## config.mk

```make
export PLATFORM = sky130hd
export DESIGN_NAME = bb_alias_unit
export DESIGN_NICKNAME = d
export VERILOG_FILES = /design/src/rtl/bb_alias_pkg.sv /design/src/rtl/bb_window_decode.sv /design/src/rtl/bb_rmw_seq.sv /design/src/rtl/bb_alias_unit.sv
export SDC_FILE = /design/constraint.sdc
export NUM_CORES = 1
export LEC_CHECK = 0
export BUFFER_PORTS_ARGS = -buffer_cell sky130_fd_sc_hd__buf_4
export CAP_MARGIN = 20
export CORE_UTILIZATION = 45
export CTS_BUF_LIST = sky130_fd_sc_hd__clkbuf_8 sky130_fd_sc_hd__clkbuf_16
export CTS_CLUSTER_DIAMETER = 100
export CTS_CLUSTER_SIZE = 28
export DETAILED_ROUTE_END_ITERATION = 7
export GPL_ROUTABILITY_DRIVEN = 0
export PLACE_DENSITY = 0.83
export SYNTH_ARGS = -nofsm -noshare
export SYNTH_HDL_FRONTEND = slang
export SYNTH_SLANG_ARGS = --single-unit
```

## constraint.sdc

```tcl
create_clock -name clk -period 7.34 [get_ports clk]
set_input_delay 1.101 -clock clk [delete_from_list [all_inputs] [get_ports clk]]
set_output_delay 1.101 -clock clk [all_outputs]
set_load 0.1 [all_outputs]
```

## src/rtl/bb_alias_pkg.sv

```systemverilog
package bb_alias_pkg;

   typedef enum logic [1:0] {
      K_PASS     = 2'd0,
      K_ALIAS_RD = 2'd1,
      K_ALIAS_WR = 2'd2,
      K_FAULT    = 2'd3
   } route_e;

   // low address bits cleared to align a transfer of the given size
   function automatic logic [2:0] size_low_mask(input logic [1:0] sz);
      case (sz)
         2'd0:    return 3'b000;
         2'd1:    return 3'b001;
         2'd2:    return 3'b011;
         default: return 3'b111;
      endcase
   endfunction

endpackage

```

## src/rtl/bb_window_decode.sv

```systemverilog
module bb_window_decode #(
   parameter int                              ADDR_W      = 32,
   parameter int                              DW          = 32,
   parameter int                              NWIN        = 2,
   parameter int                              WIN_LOG2    = 20,
   parameter logic [ADDR_W-1:0]               ALIAS_GAP   = 32'h0200_0000,
   parameter logic [NWIN-1:0][ADDR_W-1:0]     WIN_BASE    = {32'h4000_0000, 32'h2000_0000},
   parameter logic [NWIN-1:0]                 FETCH_FAULT = 2'b10,
   parameter int                              POS_W       = $clog2(DW)
) (
   input  logic [ADDR_W-1:2] addr_w,
   output logic              hit,
   output logic              fetch_fault,
   output logic [ADDR_W-1:0] tgt_byte,
   output logic [POS_W-1:0]  bitpos
);
   localparam int ALIAS_LOG2 = WIN_LOG2 + 5;
   localparam int LANE_LOG2  = $clog2(DW / 8);

   logic [NWIN-1:0]              hit_w;
   logic [NWIN-1:0]              ff_w;
   logic [NWIN-1:0][ADDR_W-1:0]  byte_w;

   for (genvar w = 0; w < NWIN; w++) begin : g_win
      localparam logic [ADDR_W-1:0] ABASE = WIN_BASE[w] + ALIAS_GAP;
      assign hit_w[w]  = (addr_w[ADDR_W-1:ALIAS_LOG2] == ABASE[ADDR_W-1:ALIAS_LOG2]);
      assign byte_w[w] = WIN_BASE[w] | ADDR_W'(addr_w[ALIAS_LOG2-1:5]);
      if (FETCH_FAULT[w]) begin : g_fault
         assign ff_w[w] = 1'b1;
      end else begin : g_pass
         assign ff_w[w] = 1'b0;
      end
   end

   always_comb begin
      hit         = 1'b0;
      fetch_fault = 1'b0;
      tgt_byte    = '0;
      for (int w = 0; w < NWIN; w++) begin
         if (hit_w[w]) begin
            hit         = 1'b1;
            fetch_fault = ff_w[w];
            tgt_byte    = byte_w[w];
         end
      end
   end

   // bus bit position: byte lane of the target byte, then bit within the byte
   assign bitpos = {tgt_byte[LANE_LOG2-1:0], addr_w[4:2]};

   // alias windows never overlap, so at most one can claim an address
   always_comb begin
      p_alias_onehot_r2: assert ($onehot0(hit_w)) else $error("alias windows overlap");
   end

endmodule

```

## src/rtl/bb_rmw_seq.sv

```systemverilog
module bb_rmw_seq #(
   parameter int DW    = 32,
   parameter int POS_W = $clog2(DW)
) (
   input  logic             clk,
   input  logic             rst_n,
   input  logic             start,
   input  logic             s_ready,
   input  logic [DW-1:0]    s_rdata,
   input  logic [POS_W-1:0] bitpos,
   input  logic             new_bit,
   output logic             wr_phase,
   output logic [DW-1:0]    merged
);
   logic [DW-1:0] held;

   always_ff @(posedge clk or negedge rst_n) begin
      if (!rst_n) begin
         wr_phase <= 1'b0;
         held     <= '0;
      end else if (!wr_phase) begin
         if (start && s_ready) begin
            wr_phase <= 1'b1;
            held     <= s_rdata;
         end
      end else if (s_ready) begin
         wr_phase <= 1'b0;
      end
   end

   always_comb begin
      merged         = held;
      merged[bitpos] = new_bit;
   end

   // the write phase is only ever entered on behalf of an alias write
   p_phase_owner_r5: assert property (@(posedge clk) disable iff (!rst_n)
      wr_phase |-> start);

endmodule

```

## src/rtl/bb_alias_unit.sv

```systemverilog
module bb_alias_unit #(
   parameter int                              ADDR_W      = 32,
   parameter int                              DW          = 32,
   parameter int                              NWIN        = 2,
   parameter int                              WIN_LOG2    = 20,
   parameter logic [ADDR_W-1:0]               ALIAS_GAP   = 32'h0200_0000,
   parameter logic [NWIN-1:0][ADDR_W-1:0]     WIN_BASE    = {32'h4000_0000, 32'h2000_0000},
   parameter logic [NWIN-1:0]                 FETCH_FAULT = 2'b10
) (
   input  logic              clk,
   input  logic              rst_n,
   input  logic              m_req,
   input  logic [ADDR_W-1:0] m_addr,
   input  logic              m_we,
   input  logic [1:0]        m_size,
   input  logic [DW-1:0]     m_wdata,
   input  logic              m_fetch,
   input  logic              m_excl,
   output logic              m_ready,
   output logic [DW-1:0]     m_rdata,
   output logic              m_err,
   output logic              s_req,
   output logic [ADDR_W-1:0] s_addr,
   output logic              s_we,
   output logic [1:0]        s_size,
   output logic [DW-1:0]     s_wdata,
   output logic              s_lock,
   input  logic              s_ready,
   input  logic [DW-1:0]     s_rdata
);
   import bb_alias_pkg::*;

   localparam int POS_W      = $clog2(DW);
   localparam int ALIAS_LOG2 = WIN_LOG2 + 5;

   initial begin : elab_chk
      assert (DW == 16 || DW == 32 || DW == 64) else $error("DW must be 16, 32 or 64");
      assert (ALIAS_LOG2 < ADDR_W) else $error("alias window does not fit the address");
      assert (ALIAS_GAP[ALIAS_LOG2-1:0] == '0) else $error("ALIAS_GAP not alias-aligned");
      for (int w = 0; w < NWIN; w++) begin
         assert (WIN_BASE[w][ALIAS_LOG2-1:0] == '0) else $error("window base misaligned");
      end
   end

   logic              hit;
   logic              fetch_fault;
   logic [ADDR_W-1:0] tgt_byte;
   logic [ADDR_W-1:0] tgt_addr;
   logic [POS_W-1:0]  bitpos;
   logic              wr_phase;
   logic [DW-1:0]     merged;
   route_e            route;

   bb_window_decode #(
      .ADDR_W(ADDR_W), .DW(DW), .NWIN(NWIN), .WIN_LOG2(WIN_LOG2),
      .ALIAS_GAP(ALIAS_GAP), .WIN_BASE(WIN_BASE), .FETCH_FAULT(FETCH_FAULT),
      .POS_W(POS_W)
   ) u_dec (
      .addr_w(m_addr[ADDR_W-1:2]),
      .hit(hit),
      .fetch_fault(fetch_fault),
      .tgt_byte(tgt_byte),
      .bitpos(bitpos)
   );

   assign tgt_addr = {tgt_byte[ADDR_W-1:3], tgt_byte[2:0] & ~size_low_mask(m_size)};

   always_comb begin
      route = K_PASS;
      if (m_req && hit) begin
         if (m_excl || (m_fetch && fetch_fault)) route = K_FAULT;
         else if (!m_fetch)                       route = m_we ? K_ALIAS_WR : K_ALIAS_RD;
      end
   end

   bb_rmw_seq #(.DW(DW), .POS_W(POS_W)) u_rmw (
      .clk(clk),
      .rst_n(rst_n),
      .start(route == K_ALIAS_WR),
      .s_ready(s_ready),
      .s_rdata(s_rdata),
      .bitpos(bitpos),
      .new_bit(m_wdata[0]),
      .wr_phase(wr_phase),
      .merged(merged)
   );

   always_comb begin
      s_req   = m_req;
      s_addr  = m_addr;
      s_we    = m_we;
      s_size  = m_size;
      s_wdata = m_wdata;
      s_lock  = 1'b0;
      m_ready = s_ready;
      m_rdata = s_rdata;
      m_err   = 1'b0;
      unique case (route)
         K_ALIAS_RD: begin
            s_addr  = tgt_addr;
            s_we    = 1'b0;
            s_wdata = '0;
            m_rdata = {{(DW-1){1'b0}}, s_rdata[bitpos]};
         end
         K_ALIAS_WR: begin
            s_addr  = tgt_addr;
            s_lock  = 1'b1;
            s_we    = wr_phase;
            s_wdata = wr_phase ? merged : '0;
            m_ready = wr_phase && s_ready;
         end
         K_FAULT: begin
            s_req   = 1'b0;
            m_ready = 1'b1;
            m_rdata = '0;
            m_err   = 1'b1;
         end
         default: ;
      endcase
   end

   // an accepted locked read is followed by the locked write to the same place
   p_write_follows_read_r5: assert property (@(posedge clk) disable iff (!rst_n)
      (s_req && s_lock && !s_we && s_ready) |=>
         (s_req && s_lock && s_we && $stable(s_addr) && $stable(s_size)));

   // the master is held off while the locked read is in flight
   p_hold_off_r6: assert property (@(posedge clk) disable iff (!rst_n)
      (s_req && s_lock && !s_we) |-> !m_ready);

   // an error response never coincides with a slave request
   p_fault_local_r8: assert property (@(posedge clk) disable iff (!rst_n)
      m_err |-> (m_ready && !s_req && m_rdata == '0));

   // a completed alias read carries only bit 0
   p_read_isolated_r4: assert property (@(posedge clk) disable iff (!rst_n)
      (m_req && hit && !m_we && !m_fetch && m_ready && !m_err) |-> (m_rdata[DW-1:1] == '0));

   // the lock flag is raised only for remapped alias traffic
   p_lock_alias_only_r1: assert property (@(posedge clk) disable iff (!rst_n)
      s_lock |-> (m_req && hit && s_req));

endmodule

```

==> out/metrics.yaml <==
outcome: "finished, final reports clean"
critPathArrivalTime_ns: 4.62
die_w_um: 88.4
row_count: 31
start_util_pct: 46.3
ir_drop_v: 0.000165
diodes: 0
seq_area_frac_synth_pct: 24.6
clk-insertion-delay-late_ns: 0.28
via_count: 4077
rsz0062_at_grt: "no"
path_clk_slew_ns: 0.06
maxCapViolations: 0
hold_viol: 0
antenna_found_initial: 0
cts_made_buffers: 5
postCtsHoldBufs: 0
synth_nets: 521
cts-resized-gates: 0
path_common_cell: "buf_4"
max_freq_ghz: 0.175
drt-initial-drc-count: 448
final_util_pct: 68.6
routed_wirelength_mm: 12.3
cts-root-buf: "clkbuf_8"
slew_headroom_pct: 49.3
post_cts_buffers: 0
cts.sinks: 33
dp_hpwl_mm: 9.59
finalSetupViolations: 0
pin_count: 208
critPathMaxFanout: 34
fin_crit_sh_pct: 77.9
required_ns: 6.24
crit_path_top_delay_cell: "and2_1"
area_growth_pct: 48.1
synth-seq-cells: 33
grt_max_degree: 86
coreArea_um2: 7250
port_buffers: 207
drcViolationCount: 0
yosys_warnings: 0
cts_buffer_depth: 2
grt_overflow: 0
cts-htree-levels: 2
skew_ns: 0.00469
synth_cell_types: 45
period_minus_slack_ns: 5.72
grt.total_usage_pct: 29.4
hp-class: "flip-flop to flip-flop"
path_class: "input port to primary output"
fp.dieH_um: 88.4
synth_cells: 413
cts_tree: "yes"
syn_area_per_cell_um2: 8.14
grt_pass1_vias: 3581
startpoint_type: "input port"
synth-async-reset-ratio_pct: 100
dieArea_um2: 7820
worst_pin_slew_ns: 0.758
grt_pass1_wl_mm: 17.7
fin_tns_setup_ns: 0
drive_gt1_share_pct: 45.8
dr.pass1.iters: 5
syn_area_um2: 3360
p_leak_uw: 0.00245
synth_ff_type: "dfrtp_1"
path_cells: "buf_4 > nor4b_2 > nand4_1 > or2_2 > inv_1 > ha_2 > and3b_1 > buf_4 > and2_1 > nand4_1 > nand3_1 > buf_4"
synth_edf_count: 0
end_kind: "primary output"
max_stage_delay_ns: 0.57
nets: 697
routed_via_density: 5.93
maxSlewViolCount: 0
p_per_area_nw_per_um2: 152
ant_nets: 0
routedWlPerCell_um: 17.9
-- registers in the layout (all words and copies together), names as in the netlist --
name and cells:
u_rmw.held 32, u_rmw.wr_phase 1
-- per-stage QoR --
stage	total power, uW	instance area (um2)	setup WS [ns]	std cells	hold slack, ns
6_report	754	4980	1.62	688	0.518
5_1_grt	780	4980	1.35	688	0.542
4_1_cts	755	4980	1.70	688	0.516
3_5_place_dp	623	4890	1.70	681	0.497
3_3_place_gp	618	4890	1.91	681	0.493
2_1_floorplan	501	3360	0.287	413	0.473
-- synth_stat cells, types with 5 or more instances --
cell type | number | area, um2
a221o_1 | 6 | 60.1
a31oi_1 | 6 | 37.5
and2_1 | 43 | 269
and3_1 | 6 | 37.5
buf_2 | 5 | 25.0
clkbuf_1 | 31 | 116
dfrtp_1 | 33 | 826
inv_1 | 5 | 18.8
mux2_2 | 34 | 383
mux4_2 | 8 | 180
nand2_1 | 77 | 289
nand2b_1 | 6 | 37.5
nand3_1 | 29 | 145
nand4_1 | 15 | 93.8
nor2_1 | 7 | 26.3
nor2b_1 | 7 | 43.8
o211ai_1 | 6 | 45.0
o21ai_0 | 20 | 100
o311ai_0 | 20 | 175
or3_1 | 6 | 37.5
or4_1 | 8 | 60.1
-- power by group --
group | leakage, uW | switching, uW | internal (uW)
clock | 0.0000485 | 58.9 | 72.8
sequential | 0.000454 | 9.44 | 194
combinational | 0.00195 | 307 | 112
total | 0.00245 | 376 | 378
-- per-layer routing --
| metal | global-route usage (%) | wire length, um |
|---|---|---|
| met1 | 36.4 | 4710 |
| met2 | 51.4 | 6030 |
| met3 | 4.76 | 1200 |
| met4 | 11.1 | 401 |
| met5 | 0 | 0 |
-- critical path, delay by kind of cell --
| kind | cells | cell delay, ns |
|---|---|---|
| adder cells (fa/ha/maj) | 1 | 0.29 |
| buffers and inverters | 4 | 0.88 |
| AND/OR/NAND/NOR | 7 | 2.34 |
-- final timing paths --
check,cells past startpoint,to,startpoint,slack (ns)
max reg2reg,4,u_rmw.held[21]$_DFFE_PN0P_,u_rmw.wr_phase$_DFF_PN0_,5.97
max in group asynchronous,1,u_rmw.held[30]$_DFFE_PN0P_,rst_n,6.29
max,12,s_wdata[13],m_addr[26],1.62
min in group asynchronous,1,u_rmw.held[15]$_DFFE_PN0P_,rst_n,0.75
min,1,u_rmw.held[20]$_DFFE_PN0P_,u_rmw.held[20]$_DFFE_PN0P_,0.52
min reg2reg,1,u_rmw.held[20]$_DFFE_PN0P_,u_rmw.held[20]$_DFFE_PN0P_,0.52
-- cell usage in the layout, fill, tap and decap left out, drive strengths merged, types with 6 or more instances in the layout --
cell / count
and2: 43
a31oi: 6
o21ai: 20
dfrtp: 33
o311ai: 20
or4: 8
nand4: 15
nand2: 77
a221o: 6
buf: 210
nand2b: 6
nor2: 7
mux4: 8
nor2b: 7
o211ai: 6
clkbuf: 6
mux2: 34
and3: 6
or3: 6
nand3: 29
inv: 6
-- layout make-up --
class,count,area (um2)
Clock buffer,6,82.6
Clock inverter,1,3.75
Fill cell,596,2280
Inverter,5,18.8
Multi-Input combinational cell,334,2350
Sequential cell,33,826
Tap cell,99,124
Timing Repair Buffer,210,1580
-- kinds of logic (layout without fill, tap and decap cells) --
| logic type | Yosys count | count (layout) | share of synthesized area (%) |
|---|---|---|---|
| flip-flops | 33 | 33 | 24.6 |
| adder cells (fa/ha/maj) | 3 | 3 | 1.12 |
| multiplexers | 42 | 42 | 16.8 |
| AO/OA/AOI/OAI | 69 | 69 | 16.0 |
| XOR/XNOR | 2 | 2 | 0.968 |
| AND/OR/NAND/NOR | 218 | 218 | 34.9 |
| buffers and inverters | 46 | 222 | 5.70 |
Power figures use the tool's default switching activity.
